## src/rtl/sps_pkg.sv

```systemverilog
package sps_pkg;

  typedef enum logic [2:0] {
    OP_NOP = 3'd0,
    OP_ACT = 3'd1,
    OP_PRE = 3'd2,
    OP_RD  = 3'd3,
    OP_WR  = 3'd4
  } sps_op_e;

  localparam int BANKS  = 4;
  localparam int BANK_W = 2;

  function automatic logic is_access(input sps_op_e op);
    return (op == OP_RD) || (op == OP_WR);
  endfunction

endpackage

```

## src/rtl/sps_act_timer.sv

```systemverilog
module sps_act_timer #(
  parameter int CNT_W = 4
) (
  input  logic             clk,
  input  logic             rst_n,
  input  logic             act_fire,
  input  logic [CNT_W-1:0] trcd,
  output logic [CNT_W:0]   since_act,
  output logic             rrd_ok
);

  // Cycles elapsed since the last ACTIVATE, saturating at all ones.
  always_ff @(posedge clk or negedge rst_n) begin
    if (!rst_n)                since_act <= '1;
    else if (act_fire)         since_act <= (CNT_W+1)'(1);
    else if (since_act != '1)  since_act <= since_act + 1'b1;
  end

  // The ACTIVATE-to-ACTIVATE spacing is the activate-to-access delay plus one.
  function automatic logic [CNT_W:0] rrd_of(input logic [CNT_W-1:0] d);
    return {1'b0, d} + (CNT_W+1)'(1);
  endfunction

  assign rrd_ok = (since_act >= rrd_of(trcd));

endmodule

```

## src/rtl/sps_row_table.sv

```systemverilog
module sps_row_table
  import sps_pkg::*;
#(
  parameter int NUM_SEL   = 4,
  parameter int MULTI_SEL = 2,
  parameter int SEL_W     = 2,
  parameter int ROW_W     = 9,
  parameter int TOT_W     = 5
) (
  input  logic              clk,
  input  logic              rst_n,
  input  logic [SEL_W-1:0]  lk_sel,
  input  logic [BANK_W-1:0] lk_bank,
  input  logic [ROW_W-1:0]  lk_row,
  output logic              lk_hit,
  output logic              lk_conf,
  output logic [BANK_W-1:0] lk_victim,
  input  logic              act_en,
  input  logic              pre_en,
  input  logic [SEL_W-1:0]  up_sel,
  input  logic [BANK_W-1:0] up_bank,
  input  logic [ROW_W-1:0]  up_row,
  output logic [TOT_W-1:0]  open_total
);

  localparam int OPEN_MAX = MULTI_SEL * BANKS + (NUM_SEL - MULTI_SEL);

  logic [NUM_SEL-1:0] s_hit, s_conf;
  logic [BANK_W-1:0]  s_vic [NUM_SEL];
  logic [2:0]         s_cnt [NUM_SEL];

  for (genvar s = 0; s < NUM_SEL; s++) begin : g_sel
    localparam logic [SEL_W-1:0] SID = SEL_W'(s);
    if (s < MULTI_SEL) begin : g_multi
      // One open row per internal bank.
      logic [BANKS-1:0]            vld_q;
      logic [BANKS-1:0][ROW_W-1:0] row_q;
      always_ff @(posedge clk or negedge rst_n) begin
        if (!rst_n) begin
          vld_q <= '0;
          row_q <= '0;
        end else begin
          if (act_en && up_sel == SID) begin
            vld_q[up_bank] <= 1'b1;
            row_q[up_bank] <= up_row;
          end
          if (pre_en && up_sel == SID) vld_q[up_bank] <= 1'b0;
        end
      end
      assign s_hit[s]  = vld_q[lk_bank] && (row_q[lk_bank] == lk_row);
      assign s_conf[s] = vld_q[lk_bank] && (row_q[lk_bank] != lk_row);
      assign s_vic[s]  = lk_bank;
      assign s_cnt[s]  = 3'($countones(vld_q));

      assert_act_closed_bank_R5: assert property (@(posedge clk) disable iff (!rst_n)
        (act_en && up_sel == SID) |-> !vld_q[up_bank]);
    end else begin : g_single
      // A single open row for the whole device.
      logic              vld_q;
      logic [BANK_W-1:0] bank_q;
      logic [ROW_W-1:0]  row_q;
      always_ff @(posedge clk or negedge rst_n) begin
        if (!rst_n) begin
          vld_q  <= 1'b0;
          bank_q <= '0;
          row_q  <= '0;
        end else begin
          if (act_en && up_sel == SID) begin
            vld_q  <= 1'b1;
            bank_q <= up_bank;
            row_q  <= up_row;
          end
          if (pre_en && up_sel == SID) vld_q <= 1'b0;
        end
      end
      assign s_hit[s]  = vld_q && (bank_q == lk_bank) && (row_q == lk_row);
      assign s_conf[s] = vld_q && !((bank_q == lk_bank) && (row_q == lk_row));
      assign s_vic[s]  = bank_q;
      assign s_cnt[s]  = {2'b00, vld_q};

      assert_single_page_R6: assert property (@(posedge clk) disable iff (!rst_n)
        (act_en && up_sel == SID) |-> !vld_q);
    end
  end

  assign lk_hit    = s_hit[lk_sel];
  assign lk_conf   = s_conf[lk_sel];
  assign lk_victim = s_vic[lk_sel];

  always_comb begin
    open_total = '0;
    for (int i = 0; i < NUM_SEL; i++) open_total = open_total + TOT_W'(s_cnt[i]);
  end

  assert_open_limit_R10: assert property (@(posedge clk) disable iff (!rst_n)
    int'(open_total) <= OPEN_MAX);

endmodule

```

## src/rtl/sdram_page_sched.sv

```systemverilog
module sdram_page_sched
  import sps_pkg::*;
#(
  parameter int NUM_SEL   = 4,
  parameter int MULTI_SEL = 2,
  parameter int COL_W     = 8,
  parameter int ROW_W     = 9,
  parameter int CNT_W     = 4,
  parameter int SEL_W     = $clog2(NUM_SEL),
  parameter int ADDR_W    = COL_W + ROW_W + BANK_W
) (
  input  logic              clk,
  input  logic              rst_n,
  input  logic [CNT_W-1:0]  trcd_cycles,
  input  logic [CNT_W-1:0]  trp_cycles,
  input  logic              req_valid,
  output logic              req_ready,
  input  logic [SEL_W-1:0]  req_sel,
  input  logic [ADDR_W-1:0] req_addr,
  input  logic              req_write,
  output logic [2:0]        cmd_op,
  output logic [SEL_W-1:0]  cmd_sel,
  output logic [BANK_W-1:0] cmd_bank,
  output logic [ROW_W-1:0]  cmd_addr,
  output logic              acc_done
);

  localparam int BANK_LSB = COL_W + ROW_W;
  localparam int TOT_W    = $clog2(NUM_SEL * BANKS + 1);

  typedef enum logic [1:0] {ST_IDLE, ST_EVAL, ST_WRP, ST_WRCD} st_e;

  function automatic logic [CNT_W-1:0] less_one(input logic [CNT_W-1:0] v);
    return (v == '0) ? '0 : v - 1'b1;
  endfunction

  st_e               st_q, st_d;
  logic [CNT_W-1:0]  tmr_q, tmr_d;
  logic [SEL_W-1:0]  sel_q;
  logic [BANK_W-1:0] bank_q;
  logic [ROW_W-1:0]  row_q;
  logic [COL_W-1:0]  col_q;
  logic              wr_q, did_act_q, pre_pend_q;
  logic [CNT_W:0]    since_pre;

  // Internal events brought out for the checks.
  sps_op_e           op;
  logic              act_en, pre_en, go_act, go_rw, take;
  logic              lk_hit, lk_conf, rrd_ok;
  logic [BANK_W-1:0] lk_victim;
  logic [CNT_W:0]    since_act;
  logic [TOT_W-1:0]  open_total;

  assign take = req_valid && req_ready;

  sps_row_table #(
    .NUM_SEL(NUM_SEL), .MULTI_SEL(MULTI_SEL), .SEL_W(SEL_W),
    .ROW_W(ROW_W), .TOT_W(TOT_W)
  ) u_table (
    .clk(clk), .rst_n(rst_n),
    .lk_sel(sel_q), .lk_bank(bank_q), .lk_row(row_q),
    .lk_hit(lk_hit), .lk_conf(lk_conf), .lk_victim(lk_victim),
    .act_en(act_en), .pre_en(pre_en),
    .up_sel(sel_q), .up_bank(pre_en ? lk_victim : bank_q), .up_row(row_q),
    .open_total(open_total)
  );

  sps_act_timer #(.CNT_W(CNT_W)) u_timer (
    .clk(clk), .rst_n(rst_n), .act_fire(act_en), .trcd(trcd_cycles),
    .since_act(since_act), .rrd_ok(rrd_ok)
  );

  always_comb begin
    st_d     = st_q;
    tmr_d    = tmr_q;
    op       = OP_NOP;
    cmd_bank = bank_q;
    cmd_addr = '0;
    act_en   = 1'b0;
    pre_en   = 1'b0;
    go_act   = 1'b0;
    go_rw    = 1'b0;
    acc_done = 1'b0;
    case (st_q)
      ST_IDLE: if (req_valid) st_d = ST_EVAL;
      ST_EVAL: begin
        if (lk_hit) go_rw = 1'b1;
        else if (lk_conf) begin
          op       = OP_PRE;
          pre_en   = 1'b1;
          cmd_bank = lk_victim;
          tmr_d    = less_one(trp_cycles);
          st_d     = ST_WRP;
        end else go_act = 1'b1;
      end
      ST_WRP:  if (tmr_q != '0) tmr_d = tmr_q - 1'b1; else go_act = 1'b1;
      ST_WRCD: if (tmr_q != '0) tmr_d = tmr_q - 1'b1; else go_rw = 1'b1;
      default: st_d = ST_IDLE;
    endcase
    if (go_act) begin
      if (rrd_ok) begin
        op       = OP_ACT;
        act_en   = 1'b1;
        cmd_addr = row_q;
        tmr_d    = less_one(trcd_cycles);
        st_d     = ST_WRCD;
      end else begin
        tmr_d = '0;
        st_d  = ST_WRP;
      end
    end
    if (go_rw) begin
      op       = wr_q ? OP_WR : OP_RD;
      cmd_addr = ROW_W'(col_q);
      acc_done = 1'b1;
      st_d     = ST_IDLE;
    end
  end

  always_ff @(posedge clk or negedge rst_n) begin
    if (!rst_n) begin
      st_q       <= ST_IDLE;
      tmr_q      <= '0;
      sel_q      <= '0;
      bank_q     <= '0;
      row_q      <= '0;
      col_q      <= '0;
      wr_q       <= 1'b0;
      did_act_q  <= 1'b0;
      pre_pend_q <= 1'b0;
      since_pre  <= '1;
    end else begin
      st_q  <= st_d;
      tmr_q <= tmr_d;
      if (take) begin
        sel_q     <= req_sel;
        bank_q    <= req_addr[BANK_LSB +: BANK_W];
        row_q     <= req_addr[COL_W +: ROW_W];
        col_q     <= req_addr[COL_W-1:0];
        wr_q      <= req_write;
        did_act_q <= 1'b0;
      end else if (act_en) did_act_q <= 1'b1;
      if (pre_en)      pre_pend_q <= 1'b1;
      else if (act_en) pre_pend_q <= 1'b0;
      if (pre_en)                since_pre <= (CNT_W+1)'(1);
      else if (since_pre != '1)  since_pre <= since_pre + 1'b1;
    end
  end

  assign req_ready = (st_q == ST_IDLE);
  assign cmd_op    = op;
  assign cmd_sel   = sel_q;

  assert_rcd_gap_R2: assert property (@(posedge clk) disable iff (!rst_n)
    (is_access(op) && did_act_q) |-> since_act == {1'b0, trcd_cycles});
  assert_access_open_R3: assert property (@(posedge clk) disable iff (!rst_n)
    is_access(op) |-> lk_hit);
  assert_pre_on_conflict_R5: assert property (@(posedge clk) disable iff (!rst_n)
    (op == OP_PRE) |-> lk_conf);
  assert_rp_gap_R5: assert property (@(posedge clk) disable iff (!rst_n)
    (op == OP_ACT && pre_pend_q) |-> since_pre == {1'b0, trp_cycles});
  assert_act_spacing_R7: assert property (@(posedge clk) disable iff (!rst_n)
    (op == OP_ACT) |-> since_act > {1'b0, trcd_cycles});
  assert_idle_quiet_R9: assert property (@(posedge clk) disable iff (!rst_n)
    req_ready |-> (op == OP_NOP && !acc_done));

endmodule

```

## config.mk

```make
export PLATFORM = sky130hd
export DESIGN_NAME = sdram_page_sched
export DESIGN_NICKNAME = d
export VERILOG_FILES = /design/src/rtl/sps_pkg.sv /design/src/rtl/sps_act_timer.sv /design/src/rtl/sps_row_table.sv /design/src/rtl/sdram_page_sched.sv
export SDC_FILE = /design/constraint.sdc
export NUM_CORES = 1
export LEC_CHECK = 0
export ABC_CLOCK_PERIOD_IN_PS = 5900
export BUFFER_PORTS_ARGS = -buffer_cell sky130_fd_sc_hd__buf_2
export CAP_MARGIN = 0
export CORE_ASPECT_RATIO = 1.1
export CORE_MARGIN = 2
export CORE_UTILIZATION = 55
export DETAILED_ROUTE_END_ITERATION = 12
export PLACE_DENSITY_LB_ADDON = 0.2
export RECOVER_POWER = 100
export SYNTH_ARGS = -nofsm -noshare
export SYNTH_HDL_FRONTEND = slang
export SYNTH_HIERARCHICAL = 1
export SYNTH_SLANG_ARGS = --single-unit
```

## constraint.sdc

```tcl
create_clock -name clk -period 5.9 [get_ports clk]
set_input_delay 0.59 -clock clk [delete_from_list [all_inputs] [get_ports clk]]
set_output_delay 0.59 -clock clk [all_outputs]
set_load 0.01 [all_outputs]
```

Yosys cells after proc, flatten, opt, wreduce, memory -nomap -nowiden. Index checks and enable logic that the tools add are counted.

Eq/ne operators: 21. Magnitude comparators: 6. Reduce and logical (&&, ||, !) cells: 37. $add $sub $neg: 5. Shift-type cells: 0. Bitwise logic cells: 6. Multiply operators: 0. Divide/modulo/power cells: 0. Muxes and demuxes: 72.

Operators by type and width (number): 36-bit bitwise mux (2); 9-bit 2-to-1 mux (6); 4-bit 2-to-1 mux (11); 9-bit binary-select mux with 2-bit select (2); 9-bit equality test (4); 2-bit 2-to-1 mux (14); 1-bit logical AND (22); 1-bit 2-to-1 mux (20); 9-bit demux with 2-bit select (1); 9-bit inequality test (2); 3-bit 2-to-1 mux (4); 4-bit by 1-bit subtractor with 4-bit output (second input constant) (3); 5-bit 2-to-1 mux (2); 2-bit by 3-bit < comparator with 1-bit output (second input constant) (3); 4-bit AND (2); 1-bit binary-select mux with 2-bit select (4); 2-bit equality test (second input constant) (4); 4-bit zero test (2); 4-bit inequality test (second input constant) (2); 4-bit OR (2); 4-bit one-hot mux with 2 select lines (1); 4-bit AND reduction (2); 4-bit nonzero test (2); 3-bit inequality test (second input constant) (2); 21 further kinds (28).

Word-level logic and storage cells: 171. Memories kept: 0. Bits of input ports: 33. Latch bits: 0. Register bits after elaboration: 137. Output and inout port bits: 18. Bits in writable memories: 0. Bits in read-only memories: 0.

Logic depth before layout (Yosys ltp).
Depth after elaboration: 18. Mapped depth: 15. Mapped depth without buffers: 12.

By module. Netlist, hierarchy kept.

By module, submodules not included: sps_row_table (area an instance 5267.6 µm², times used 1, cells an instance 376, sequential area each 2602.5 µm²); sdram_page_sched (area an instance 1677.9 µm², times used 1, cells an instance 167, sequential area each 700.7 µm²); sps_act_timer (area an instance 391.6 µm², times used 1, cells an instance 38, sequential area each 131.4 µm²).

Worst setup path before layout. Ideal clock, no wire load.

Path type: register -> register. Start: register bank_q[0]. End: register u_table/g_sel[1].g_multi.row_q[10] in the netlist's numbering. Clock period less this slack: 3.951 ns. Path buffers: 2. Setup time: 0.125 ns. Slack: 1.949 ns. Data arrival time: 3.826 ns. Cell stages (with the launch flop): 15. Required time: 5.775 ns. Cell sequence: dfrtp_1 -> buf_6 -> buf_12 -> mux4_1 -> xnor2_1 -> nand3_1 -> o31ai_1 -> nand4_1 -> or3b_1 -> a21boi_1 -> nand2_1 -> inv_2 -> nand2_1 -> nor2_1 -> mux2_2.

Elaborated cells between the ends (all ways): 50. Classes of those cells: order compare: 2; eq/ne: 6; mux: 26; reduce/logical: 16.

RTL lines: from (decl) (line sdram_page_sched.sv:40) `logic [BANK_W-1:0] bank_q;`; from (signal assigned) (line sdram_page_sched.sv:137) `bank_q <= req_addr[BANK_LSB +: BANK_W];`; 9-bit binary-select mux with 2-bit select or 2-bit equality test (tied branches) (line sps_row_table.sv:51, sps_row_table.sv:77); 9-bit 2-to-1 mux (not written as such) or 1-bit logical AND (tied branches) (line sps_row_table.sv:51, sps_row_table.sv:77); 9-bit inequality test or 1-bit zero test (tied branches) (line sps_row_table.sv:51, sps_row_table.sv:77); 1-bit logical AND (on tied branches) (line sps_row_table.sv:51, sps_row_table.sv:77); 1-bit binary-select mux with 2-bit select (*) (line sps_row_table.sv:87) `assign lk_conf = s_conf[lk_sel];`; 1-bit 2-to-1 mux (not written as such) (*) (line sps_row_table.sv:87); via lk_conf (line sdram_page_sched.sv:49) `logic lk_hit, lk_conf, rrd_ok;`; 1-bit 2-to-1 mux (*) (line sdram_page_sched.sv:88) `else if (lk_conf) begin`; 1-bit 2-to-1 mux (*) (line sdram_page_sched.sv:87) `if (lk_hit) go_rw = 1'b1;`; 1-bit one-hot mux with 2 select lines (*) (line sdram_page_sched.sv:84) `case (st_q)`; 1-bit 2-to-1 mux (*) (line sdram_page_sched.sv:100) `if (go_act) begin`; via act_en (line sdram_page_sched.sv:48) `logic act_en, pre_en, go_act, go_rw, take;`; 1-bit logical AND (*) (line sps_row_table.sv:43) `if (act_en && up_sel == SID) begin`; to (signal, indexed assignment) (line sps_row_table.sv:45) `row_q[up_bank] <= up_row;`; to (decl) (line sps_row_table.sv:37) `logic [BANKS-1:0][ROW_W-1:0] row_q;`.

Mark *: on every way through the listed nets, which the timed path passes. The rest lies on a longest branch. The select of a mux whose other input is x is not followed. A chain may end at the register's enable or synchronous reset.

Worst setup path after layout.
Start: register bank_q[1]. End: register u_table/g_sel[1].g_multi.row_q[17] in the netlist's numbering.

The elaborated chain is that of the path after synthesis.

==> flow_summary_export.csv <==
group,metric,value,unit
routing,avgRoutedWirePerCell,19.09,um
synth,syn-num-nets,608,
power,vdd_drop_max,0.0002890,V
worst_setup_path,cp_top_family,"simple AND/OR/NAND/NOR gates",
placed_design,dpl.hpwl,10060,um
sta,setup_viol,0,
power,leakage,3.856,nW
floorplanning,dieArea,13890,um2
worst_setup_path,crit_slowest_cell,"dfrtp_1",
routing,antenna_left,0,
worst_setup_path,crit_fanout,18,
routing,vias,4595,
worst_setup_path,critPathMaxStageDelay,0.85,ns
routing,drcViolationCount,0,
sta,setup_slack,0.6958,ns
grt,grt_first_pass_wirelength,24670,um
synth,avgSynthCellArea,12.75,um2
sta,hold_viol,0,
routing,wl,14870,um
floorplanning,die_y,123.4,um
placed_design,portBuffers,50,
finish,nets,660,
placed_design,post-place-ws,0.8324,ns
floorplanning,core-area,12640,um2
grt,overflow,0,
worst_setup_path,end_kind,"flip-flop",
power,power_density,518.4,nW/um2
worst_setup_path,start_kind,"flip-flop",
worst_setup_path,critPathKind,"reg -> reg",
cts,numCtsBuffers,17,
sta,rsz0062_at_grt,"no",
floorplanning,die_w,112.6,um
worst_setup_path,cp_num_buf_inv,1,
worst_hold_path,hold_start,"req_write",
grt,grt_pass1_vias,4724,
cts,post_cts_resize_count,0,
floorplanning,row_count,43,
cts,ctsHtreeMaxLevel,4,
sta,max_freq,192.2,MHz
cts,holdBufCountCts,0,
floorplanning,initial_core_util,56.39,%
worst_setup_path,cp.required,6.20,ns
worst_hold_path,hold_path_class,"in -> reg",
sta,min_period_over_period,88.21,%
status,violations,"capacitance limit, slew limit",
cts,clk_pin_slew,0.06,ns
finish,final_core_util,63.45,%
cts,postCtsSetupBuffers,0,
routing,dr.pass1.iters,4,
placed_design,gp_congestion,0.8868,
synth,syn_area,7129,um2
sta,clock_skew,0.006626,ns
flow_run,maxCapViolations,1,
worst_setup_path,cp-startpoint,"bank_q[1]",
sta,totalNegativeSetupSlack,0,ns
sta,slew_headroom,-179.1,%
cts,cts_buffer_depth,2,
finish,diodes,0,
routing,via_per_inst,5.899,
worst_setup_path,cp_cell_sequence,"mux4_4 -> xnor2_1 -> nand4_1 -> o31ai_1 -> nand4_1 -> or3b_1 -> a21boi_1 -> nand2_1 -> inv_1 -> nand2_1 -> nor2_1 -> mux2_2",
synth,synth_cells,559,
grt,antenna_found_initial,0,
sta,maxSlewViolCount,92,
cts,cts_tree,"done",
worst_setup_path,arrival,5.51,ns
cts,clock_latency,0.42,ns
status,outcome,"complete, but fails checks",
grt,track_usage,23.19,%
finish,syn_to_final_growth,12.53,%
floorplanning,io_pins,51,
cts,root_buffer,"clkbuf_16",
sta,min_period,5.204,ns
routing,first_iter_violations,303,
worst_setup_path,r2r-start,"bank_q[1]",
cts,clock_sinks,137,
grt,grt_max_degree,92,
sta,worstMarginPinSlew,4.187,ns
finish,final_layout_size_suffix_gt1_share,32.32,%
synth,ys_warn_count,6,
==> area by class of cell <==
cell class / instances / area (um2)
timing repair buffer: 59 / 289.0
clock inverter: 8 / 71.32
fill: 946 / 4621
clock buffer: 22 / 484.2
sequential: 137 / 3435
multi-input combinational: 377 / 3476
tap: 157 / 196.4
inverter: 19 / 71.32
==> state kept, by name (all words and copies together) (netlist names), 4 cells and up, named ones only <==
register / count
tmr_q: 4
u_table/g_sel.g_multi.row_q: 72
col_q: 8
u_table/g_sel.g_single.bank_q: 4
u_table/g_sel.g_single.row_q: 18
u_table/g_sel.g_multi.vld_q: 7
u_timer/since_act: 5
row_q: 9
==> through the flow <==
step	hold WS, ns	std cells	power (mW)	instance area, um2
floorplan	0.2944	559	2.759	7129
global placement	0.4809	749	3.121	7508
detailed placement	0.4852	749	3.186	7508
CTS	0.2870	779	4.196	8064
global route	0.3917	779	4.435	8023
finish	0.3960	779	4.159	8023
==> cells in the final DEF, fill, tap and decap left out, types with 3 or more instances in the layout <==
master       n
o22a_1       4
nand2_1     29
buf_4        5
clkbuf_1    20
a31oi_1      3
xnor2_1     21
nor2b_1      4
nor2_1      17
o31ai_1      3
a211oi_1     3
inv_1       19
a21oi_1     16
nor3_1       9
o211ai_1     4
dfrtp_1    132
nand3_1      9
o21ai_0     14
or3_1        6
mux2i_1      7
xor2_1      27
buf_2       34
mux4_1      11
clkinv_2     5
clkbuf_8     4
nor4_1       4
mux4_2       8
clkbuf_16   17
nand4_1      6
mux2_2     118
nand2b_1     7
ha_1        16
dfstp_2      5
==> report_power, final <==
part / switching, mW / total (mW) / internal [mW] / leakage (nW)
logic: 0.715 / 1.48 / 0.762 / 1.78
clock network: 0.380 / 0.995 / 0.615 / 0.277
registers: 0.413 / 1.69 / 1.27 / 1.80
==> final timing paths <==
check,to,slack (ns),cells after the start
setup / recovery,u_table/g_sel[1].g_multi.row_q[17],0.70,12
hold / removal,wr_q,0.40,2
setup reg to reg,u_table/g_sel[1].g_multi.row_q[17],0.70,12
hold reg to reg,u_table/g_sel[1].g_multi.row_q[3],0.49,1
max in group asynchronous,col_q[5],1.68,1
min in group asynchronous,tmr_q[2],1.86,1
==> layer usage <==
| layer | share of wire [%] | track usage, % |
|---|---|---|
| met1 | 45 | 29.90 |
| met2 | 49 | 38.47 |
| met3 | 4.5 | 5.294 |
| met4 | 1.9 | 9.070 |
| met5 | 0 | 0 |
==> worst reg2reg max path: cells and delay by family (launching register included) <==
kind                   cells  cell delay [ns]
flip-flops                 1             0.85
AO/OA/AOI/OAI              2             0.67
buffers and inverters      1             0.37
multiplexers               2             1.00
AND/OR/NAND/NOR            6             2.04
XOR/XNOR                   1             0.16
(Power assumes the default switching activity.)
